--- src/rtl/grp4_pkg.sv ---
// Package: grp4_pkg
// Shared state codes for the grouped four-bit detector. The code values are
// fixed by the design and are observed at the state_q port.
package grp4_pkg;

    localparam int STATE_W = 3;

    typedef enum logic [STATE_W-1:0] {
        ST_START = 3'b000,
        ST_SPARE = 3'b001,
        ST_ONE   = 3'b010,
        ST_ZERO  = 3'b011,
        ST_DEAD3 = 3'b100,
        ST_DEAD2 = 3'b101,
        ST_LIVE3 = 3'b110,
        ST_LIVE2 = 3'b111
    } state_e;

endpackage

--- src/rtl/grp4_next.sv ---
// Module: grp4_next
// Next-state logic of the detector. Live states mean the frame can still
// become a target pattern; dead states only count out the rest of the frame.
// Assumes: cur is a registered code; any code outside the seven reachable
// ones leads back to the start state.
module grp4_next
    import grp4_pkg::*;
(
    input  state_e cur,
    input  logic   din,
    output state_e nxt
);

    // Transition table of the seven-state frame machine.
    always_comb begin
        case (cur)
            ST_START: nxt = din ? ST_ONE   : ST_ZERO;
            ST_ZERO:  nxt = din ? ST_LIVE2 : ST_DEAD2;
            ST_ONE:   nxt = din ? ST_DEAD2 : ST_LIVE2;
            ST_DEAD2: nxt = ST_DEAD3;
            ST_LIVE2: nxt = din ? ST_LIVE3 : ST_DEAD3;
            ST_DEAD3: nxt = ST_START;
            ST_LIVE3: nxt = ST_START;
            default:  nxt = ST_START;
        endcase
    end

endmodule

--- src/rtl/grp4_out.sv ---
// Module: grp4_out
// Mealy output decode. The output is high only when the last bit of a live
// frame is a zero. It is forced low while reset is held.
// Assumes: rst_n is the same synchronous reset as the state register.
module grp4_out
    import grp4_pkg::*;
(
    input  state_e cur,
    input  logic   din,
    input  logic   rst_n,
    output logic   match
);

    // Decode the single matching condition.
    always_comb begin
        match = rst_n && (cur == ST_LIVE3) && !din;
    end

endmodule

--- src/rtl/grp4_detect.sv ---
// Module: grp4_detect
// Top of the grouped four-bit detector: state register, next-state logic and
// output decode. Frames of four bits are judged one at a time, and the
// machine restarts after every fourth bit.
// Assumes: din is defined at every rising edge; rst_n is low at the first edge.
module grp4_detect
    import grp4_pkg::*;
(
    input  logic               clk,
    input  logic               rst_n,
    input  logic               din,
    output logic               match,
    output logic [STATE_W-1:0] state_q
);

    state_e cur;
    state_e nxt;

    grp4_next u_next (
        .cur (cur),
        .din (din),
        .nxt (nxt)
    );

    grp4_out u_out (
        .cur   (cur),
        .din   (din),
        .rst_n (rst_n),
        .match (match)
    );

    // State register with synchronous active-low reset.
    always_ff @(posedge clk) begin
        if (!rst_n) cur <= ST_START;
        else        cur <= nxt;
    end

    assign state_q = cur;

    AST_RST_START: assert property (@(posedge clk) !rst_n |=> cur == ST_START);
    AST_RST_QUIET: assert property (@(posedge clk) !rst_n |-> !match);
    AST_FRAME_END: assert property (@(posedge clk) disable iff (!rst_n) (cur == ST_DEAD3 || cur == ST_LIVE3) |=> cur == ST_START);
    AST_MATCH_RESTART: assert property (@(posedge clk) disable iff (!rst_n) match |=> cur == ST_START);
    AST_NO_EARLY_MATCH: assert property (@(posedge clk) disable iff (!rst_n) (cur == ST_START || cur == ST_ZERO || cur == ST_ONE) |-> !match);
    AST_FIRST_ZERO: assert property (@(posedge clk) disable iff (!rst_n) (cur == ST_START && !din) |=> cur == ST_ZERO);
    AST_SECOND_DIFF: assert property (@(posedge clk) disable iff (!rst_n) (cur == ST_ZERO && din) |=> cur == ST_LIVE2);
    AST_DEAD_STAYS: assert property (@(posedge clk) disable iff (!rst_n) cur == ST_DEAD2 |=> (cur == ST_DEAD3 && !match));
    AST_SPARE_EXIT: assert property (@(posedge clk) disable iff (!rst_n) cur == ST_SPARE |=> cur == ST_START);
    AST_NO_SPARE: assert property (@(posedge clk) disable iff (!rst_n) cur != ST_SPARE);

endmodule

--- config.mk ---
export PLATFORM = sky130hd
export DESIGN_NAME = grp4_detect
export DESIGN_NICKNAME = d
export VERILOG_FILES = /design/src/rtl/grp4_pkg.sv /design/src/rtl/grp4_next.sv /design/src/rtl/grp4_out.sv /design/src/rtl/grp4_detect.sv
export SDC_FILE = /design/constraint.sdc
export NUM_CORES = 1
export LEC_CHECK = 0
export BUFFER_PORTS_ARGS = -buffer_cell sky130_fd_sc_hd__buf_2
export CAP_MARGIN = 15
export CORE_AREA = 2 2 39 41
export DETAILED_ROUTE_END_ITERATION = 8
export DIE_AREA = 0 0 41 43
export PLACE_DENSITY = 0.3
export SYNTH_ARGS = -nofsm -noshare
export SYNTH_HDL_FRONTEND = slang
export SYNTH_SLANG_ARGS = --single-unit
--- constraint.sdc ---
create_clock -name clk -period 1.1 [get_ports clk]
set_input_delay 0.055 -clock clk [delete_from_list [all_inputs] [get_ports clk]]
set_output_delay 0.055 -clock clk [all_outputs]
set_load 0.05 [all_outputs]
==> metrics.md, run 1 <==
| Metric | Value |
|---|---|
| Top cells by area, synth | dfxtp_1, a21boi_2, mux2i_1 |
| Clk_skew | 0.0006327 ns |
| Hold path start | rst_n |
| Adder-Cell Fraction of Synth Area | 0% |
| Layout Cells excl Fill | 39 |
| Placed Cells | 34 |
| Layout net count | 27 |
| Slew @ Worst Pin | 0.2502 ns |
| Synthesized area per cell | 10.64 µm² |
| Arr. time, crit path | 0.95 ns |
| Clock slew at reported path FFs | 0.03 ns |
| Static leakage | 0.1027 nW |
| Post-synthesis simple-gate area fraction | 23.53% |
| Status | finished clean |
| CP peak stage delay | 0.36 ns |
| CP delay by family, top | flip-flops |
| Fin crit period | 1.008 ns |
| Hold_ws | 0.1191 ns |
| H-tree levels | 1 |
| FILL cells | 157 |
| DIE AREA | 0.001763 mm² |
| Worst reg-to-reg setup slack | 0.19 ns |
| Layout cells sized above 1 | 69.57% |
| PD cells | 1788 mW/mm² |
| Total Wirelength | 313 µm |
| Syn-to-layout area delta | 96.08% |
| Critical Path Source Type | flop |
| Max Fclk | 991.8 MHz |
| Hold Path Stages | 2 |
| Via count | 140 |
| Initial antenna violation count | 0 |
| Tot GR Track Use | 5.316% |
| WHS Endpoint | state_q[2] |
| DP HPWL | 250.2 µm |
| Buf/Inv on CP | 1 |
| Synth Instances | 12 |
| Reg2reg end | state_q[1] |
| Die Y | 43 µm |
| Core area | 0.001384 mm² |
| Vias per cell | 3.590 |
| Ports | 7 |
| Final Wtd Congestion | 0.6268 |
| Antenna cells | 0 |
| Crit path required time | 1.04 ns |
| Classification of the worst setup path | flop to output pin |
| Mux cell area share after synthesis | 7.843% |
| Die W | 41 µm |
| Max-cap violations | 0 |
| # port buffers | 6 |
| Clock Latency Late Sink | 0.23 ns |
| Seq cells post-synth | 3 |
| WL/cell | 8.026 µm |
| Post-DRT Antenna Nets | 0 |
| FF-to-FF path depth | 3 |
| Commonest non-fill, non-tap cells in the layout | buf_2, clkbuf_4, dfxtp_4 |
| Clock root buffer | clkbuf_4 |
| Post-Syn Area | 127.6 µm² |
| DR pass1 iterations | 1 |
| Grt ovf | 0 |
| Yosys cell types | 9 |
| CP max stage cell | dfxtp_4 |
| Setup repair after global routing missed its margin | no |
| Hold Crit Class | input pin to flop |
| Seq/Total Area, Yosys | 47.06% |
| Yosys top cell by area | dfxtp_1 |
| First-pass GRT wire length | 510 µm |
| Largest family of logic cells by synthesized area | simple AND/OR/NAND/NOR gates |
| DRC marker count from the first detailed-route iteration | 0 |
| Worst path cell trace | nand3_4 > nor3_4 > buf_6 |
| Final period utilization | 91.66% |
| Post-layout util | 18.08% |
| Cell Rows | 14 |
| Initial Utilization | 9.222% |
| Setup violations, final | 0 |
| Sink Count | 3 |
| # DRC | 0 |
| Critical path endpoint category | output pin |
| Max FFs per register | 3 |
| Crit-path max FO | 5 |
| Max IR drop VDD | 0.2644 mV |
| Area share of the largest cell type after synthesis | 47.06% |
| CTS tree | done |
| Post-Synth XOR/XNOR Area | 0% |
| Warnings, synthesis | 0 |
| Commonest non-fill, non-tap cell in the layout | buf_2 |
| Worst flop-to-flop path startpoint | state_q[1] |
| Total power draw | 447.4 µW |
| Setup TNS | 0 ns |
| Complex-gate fraction of the synthesized area | 21.57% |
| CTS Buf Count | 3 |
| Vias in the first global route | 129 |
| Mapped Nets | 15 |
| Largest net degree at the start of global routing | 7 |
| Clk buf depth | 2 |
| Slew Viols, Final | 0 |
| Slew headroom | 83.44% |
| Final Hold Viols | 0 |
synthesized netlist by cell type (all sizes together):
cell type	n
o21bai	1
nor3	1
mux2i	1
dfxtp	3
a211o	1
a21boi	1
nand3	2
nor2b	1
and3b	1
per-stage QoR:
| stage | setup WS [ns] | area (µm²) |
|---|---|---|
| floorplan | -0.01404 | 147.6 |
| global placement | 0.1392 | 197.7 |
| detailed placement | 0.1471 | 197.7 |
| CTS | 0.004582 | 235.2 |
| global route | 0.04560 | 250.2 |
| finish | 0.09176 | 250.2 |
how the worst max path moves through the flow:
stage / slack [ns] / cells past startpoint / from / end
floorplan: -0.01 / 2 / state_q[1] / match
global placement: 0.14 / 3 / state_q[2] / match
detailed placement: 0.15 / 3 / state_q[1] / match
CTS: 0.005 / 3 / state_q[1] / match
global route: 0.05 / 3 / state_q[1] / match
finish: 0.09 / 3 / state_q[1] / match
cells by family (layout without fill, tap and decap cells):
kind of cell           count (synthesis)  after routing
muxes                                  1              1
buffers and inverters                  0             11
AOI/OAI and AO/OA                      3              3
and+or+nand+nor                        5              5
DFF                                    3              3
repair_timing:
item / CTS / global route
buffers inserted: 0 / 1
resized for setup: 3 / 1
hold buffers: 0 / 0
endpoints found under the setup margin: 1 / 1
pin swaps: 0 / 1
power by group:
group	total, mW	leakage [nW]	internal [mW]	switching [mW]
combinational	0.110	0.0613	0.0392	0.0705
clock	0.188	0.0150	0.136	0.0524
sequential	0.150	0.0264	0.126	0.0234
total	0.447	0.103	0.301	0.146
cell type report:
class,count,area [µm²],area share [%]
multi-input combinational,9,91.34,36.50
sequential,3,68.82,27.50
timing repair buffer,7,43.79,17.50
clock buffer,4,26.28,10.50
tap,16,20.02,8.000
layer usage:
metal	global-route usage, %	part of all wire (%)
met3	3.141	16
met1	4.487	33
met2	5.625	51
met4	10.00	0
met5	0	0
Power figures use the tool's default switching activity.
==> inputs of run 2 (changes only) <==
CELL_PAD_IN_SITES_DETAIL_PLACEMENT = 2   (was unset)
CELL_PAD_IN_SITES_GLOBAL_PLACEMENT = 2   (was unset)
CORE_AREA = 4 4 41 43   (was 2 2 39 41)
DIE_AREA = 0 0 45 47   (was 0 0 41 43)
PLACE_DENSITY = 0.35   (was 0.3)
RECOVER_POWER = 25   (was unset)
==> metrics.md, run 2 (synthesis gave the netlist of run 1 again) <==
| Metric | Value |
|---|---|
| Status | finished clean |
| Combinational fraction of design power | 26.4% |
| Initial Utilization | 9.808% |
| Die Y | 47 µm |
| Sw frac | 33.22% |
| Clock Latency Late Sink | 0.23 ns |
| Crit path required time | 1.04 ns |
| Cell Rows | 13 |
| CP max stage cell | dfxtp_4 |
| Setup repair after global routing missed its margin | no |
| Commonest non-fill, non-tap cell in the layout | buf_2 |
| Final Wtd Congestion | 0.6098 |
| Buf/Inv on CP | 2 |
| Ports | 7 |
| Initial antenna violation count | 0 |
| PD cells | 1843 mW/mm² |
| CTS tree | done |
| DR pass1 iterations | 2 |
| Fin crit period | 1.010 ns |
| # port buffers | 6 |
| Syn-to-layout area delta | 92.16% |
| CP delay by family, top | buffers and inverters |
| Critical path endpoint category | output pin |
| CP peak stage delay | 0.34 ns |
| Crit-path max FO | 5 |
| Vias per cell | 3.590 |
| Seq pwr share | 31.6% |
| Commonest non-fill, non-tap cells in the layout | buf_2, clkbuf_4, clkbuf_1, dfxtp_4 |
| Hold buffers post-CTS | 0 |
| Max IR drop VDD | 0.2469 mV |
| Internal | 301.8 µW |
| Layout net count | 28 |
| # DRC | 0 |
| Final period utilization | 91.85% |
| Vias in the first global route | 173 |
| CTS Buf Count | 3 |
| Setup violations, final | 0 |
| Design Area, Final | 245.2 µm² |
| Tot GR Track Use | 6.077% |
| Grt ovf | 0 |
| Layout cells sized above 1 | 66.67% |
| H-tree levels | 1 |
| Layout Cells excl Fill | 39 |
| Worst path cell trace | buf_4 > buf_2 |
| Classification of the worst setup path | flop to output pin |
| Post-DRT Antenna Nets | 0 |
| Core area | 0.001301 mm² |
| Max-cap violations | 0 |
| Clk buf depth | 2 |
| Max Fclk | 989.8 MHz |
| Clock group share of total power | 42.0% |
| Placed Cells | 33 |
| Hold Crit Class | input pin to flop |
| Static leakage | 0.1036 nW |
| Total power draw | 452.0 µW |
| Arr. time, crit path | 0.96 ns |
| Critical Path Source Type | flop |
| Placed instance area | 196.4 µm² |
| Sink Count | 3 |
| Slew @ Worst Pin | 0.2514 ns |
| Post-layout util | 18.85% |
| Setup WS post-layout | 0.08968 ns |
| Slew headroom | 83.36% |
| Slew Viols, Final | 0 |
| WL/cell | 10.85 µm |
| DRC marker count from the first detailed-route iteration | 1 |
| Via count | 140 |
| Clk_skew | 0.004748 ns |
| Place WS | 0.1337 ns |
| Max FFs per register | 3 |
| P_sw | 150.2 µW |
| Antenna cells | 0 |
| Die W | 45 µm |
| Clock root buffer | clkbuf_4 |
| Largest net degree at the start of global routing | 7 |
| Final Hold Viols | 0 |
| First-pass GRT wire length | 793 µm |
| DIE AREA | 0.002115 mm² |
| Clock slew at reported path FFs | 0.04 ns |
| Total Wirelength | 423 µm |
-- run 2: cell count changes in the layout (fill, tap and decap cells not counted), sizes merged --
| cell | before | now |
|---|---|---|
| clkbuf | 4 | 5 |
-- run 2: layer usage --
metal | up-vias | GRT usage (%) | wire, µm
li1 | 69 | - | -
met1 | 64 | 7.710 | 204
met2 | 7 | 6.215 | 179
met3 | 0 | 4.598 | 40
met4 | 0 | 5.263 | 0
met5 | - | 0 | 0
-- run 2: worst register-to-register path: stages, from the launching register on --
cell and delay (ns):
dfxtp_4 0.34, clkbuf_1 0.13, a211o_1 0.29, a21boi_2 0.11
-- run 2: worst paths after layout --
kind                            startpoint         end  slack, ns  cells past startpoint
worst max-delay path            state_q[1]  state_q[1]       0.09                      2
worst min-delay path                 rst_n  state_q[2]        0.1                      2
worst max register to register  state_q[2]  state_q[1]       0.15                      3
worst min register to register  state_q[0]  state_q[1]       0.54                      2
-- run 2: power by group through the flow --
stage	clock network (mW)	registers [mW]	logic (mW)
after global routing	0.222	0.147	0.128
after CTS	0.202	0.144	0.123
final	0.190	0.143	0.119
after detailed placement	0	0.151	0.100
after global placement	0	0.151	0.101
after floorplan	0	0.193	0.0295
-- run 2: layout make-up --
class                           count  area (µm²)
Fill cell                         159        1056
Multi-Input combinational cell      9       83.83
Sequential cell                     3       68.82
Timing Repair Buffer                8       47.55
Clock buffer                        4       26.28
Tap cell                           15       18.77
-- run 2: what timing repair did --
| item | 4_1_cts | 5_1_grt |
|---|---|---|
| setup buffers | 2 | 0 |
| setup endpoints to repair | 1 | 1 |
| pin swaps | 0 | 1 |
| resized for setup | 3 | 0 |
-- run 2: per-stage QoR --
step                hold slack [ns]  setup TNS, ns
detailed placement           0.3291              0
finish                      0.09762              0
global placement             0.3269              0
floorplan                    0.1694       -0.01404
global route                 0.1025              0
CTS                         0.09456              0
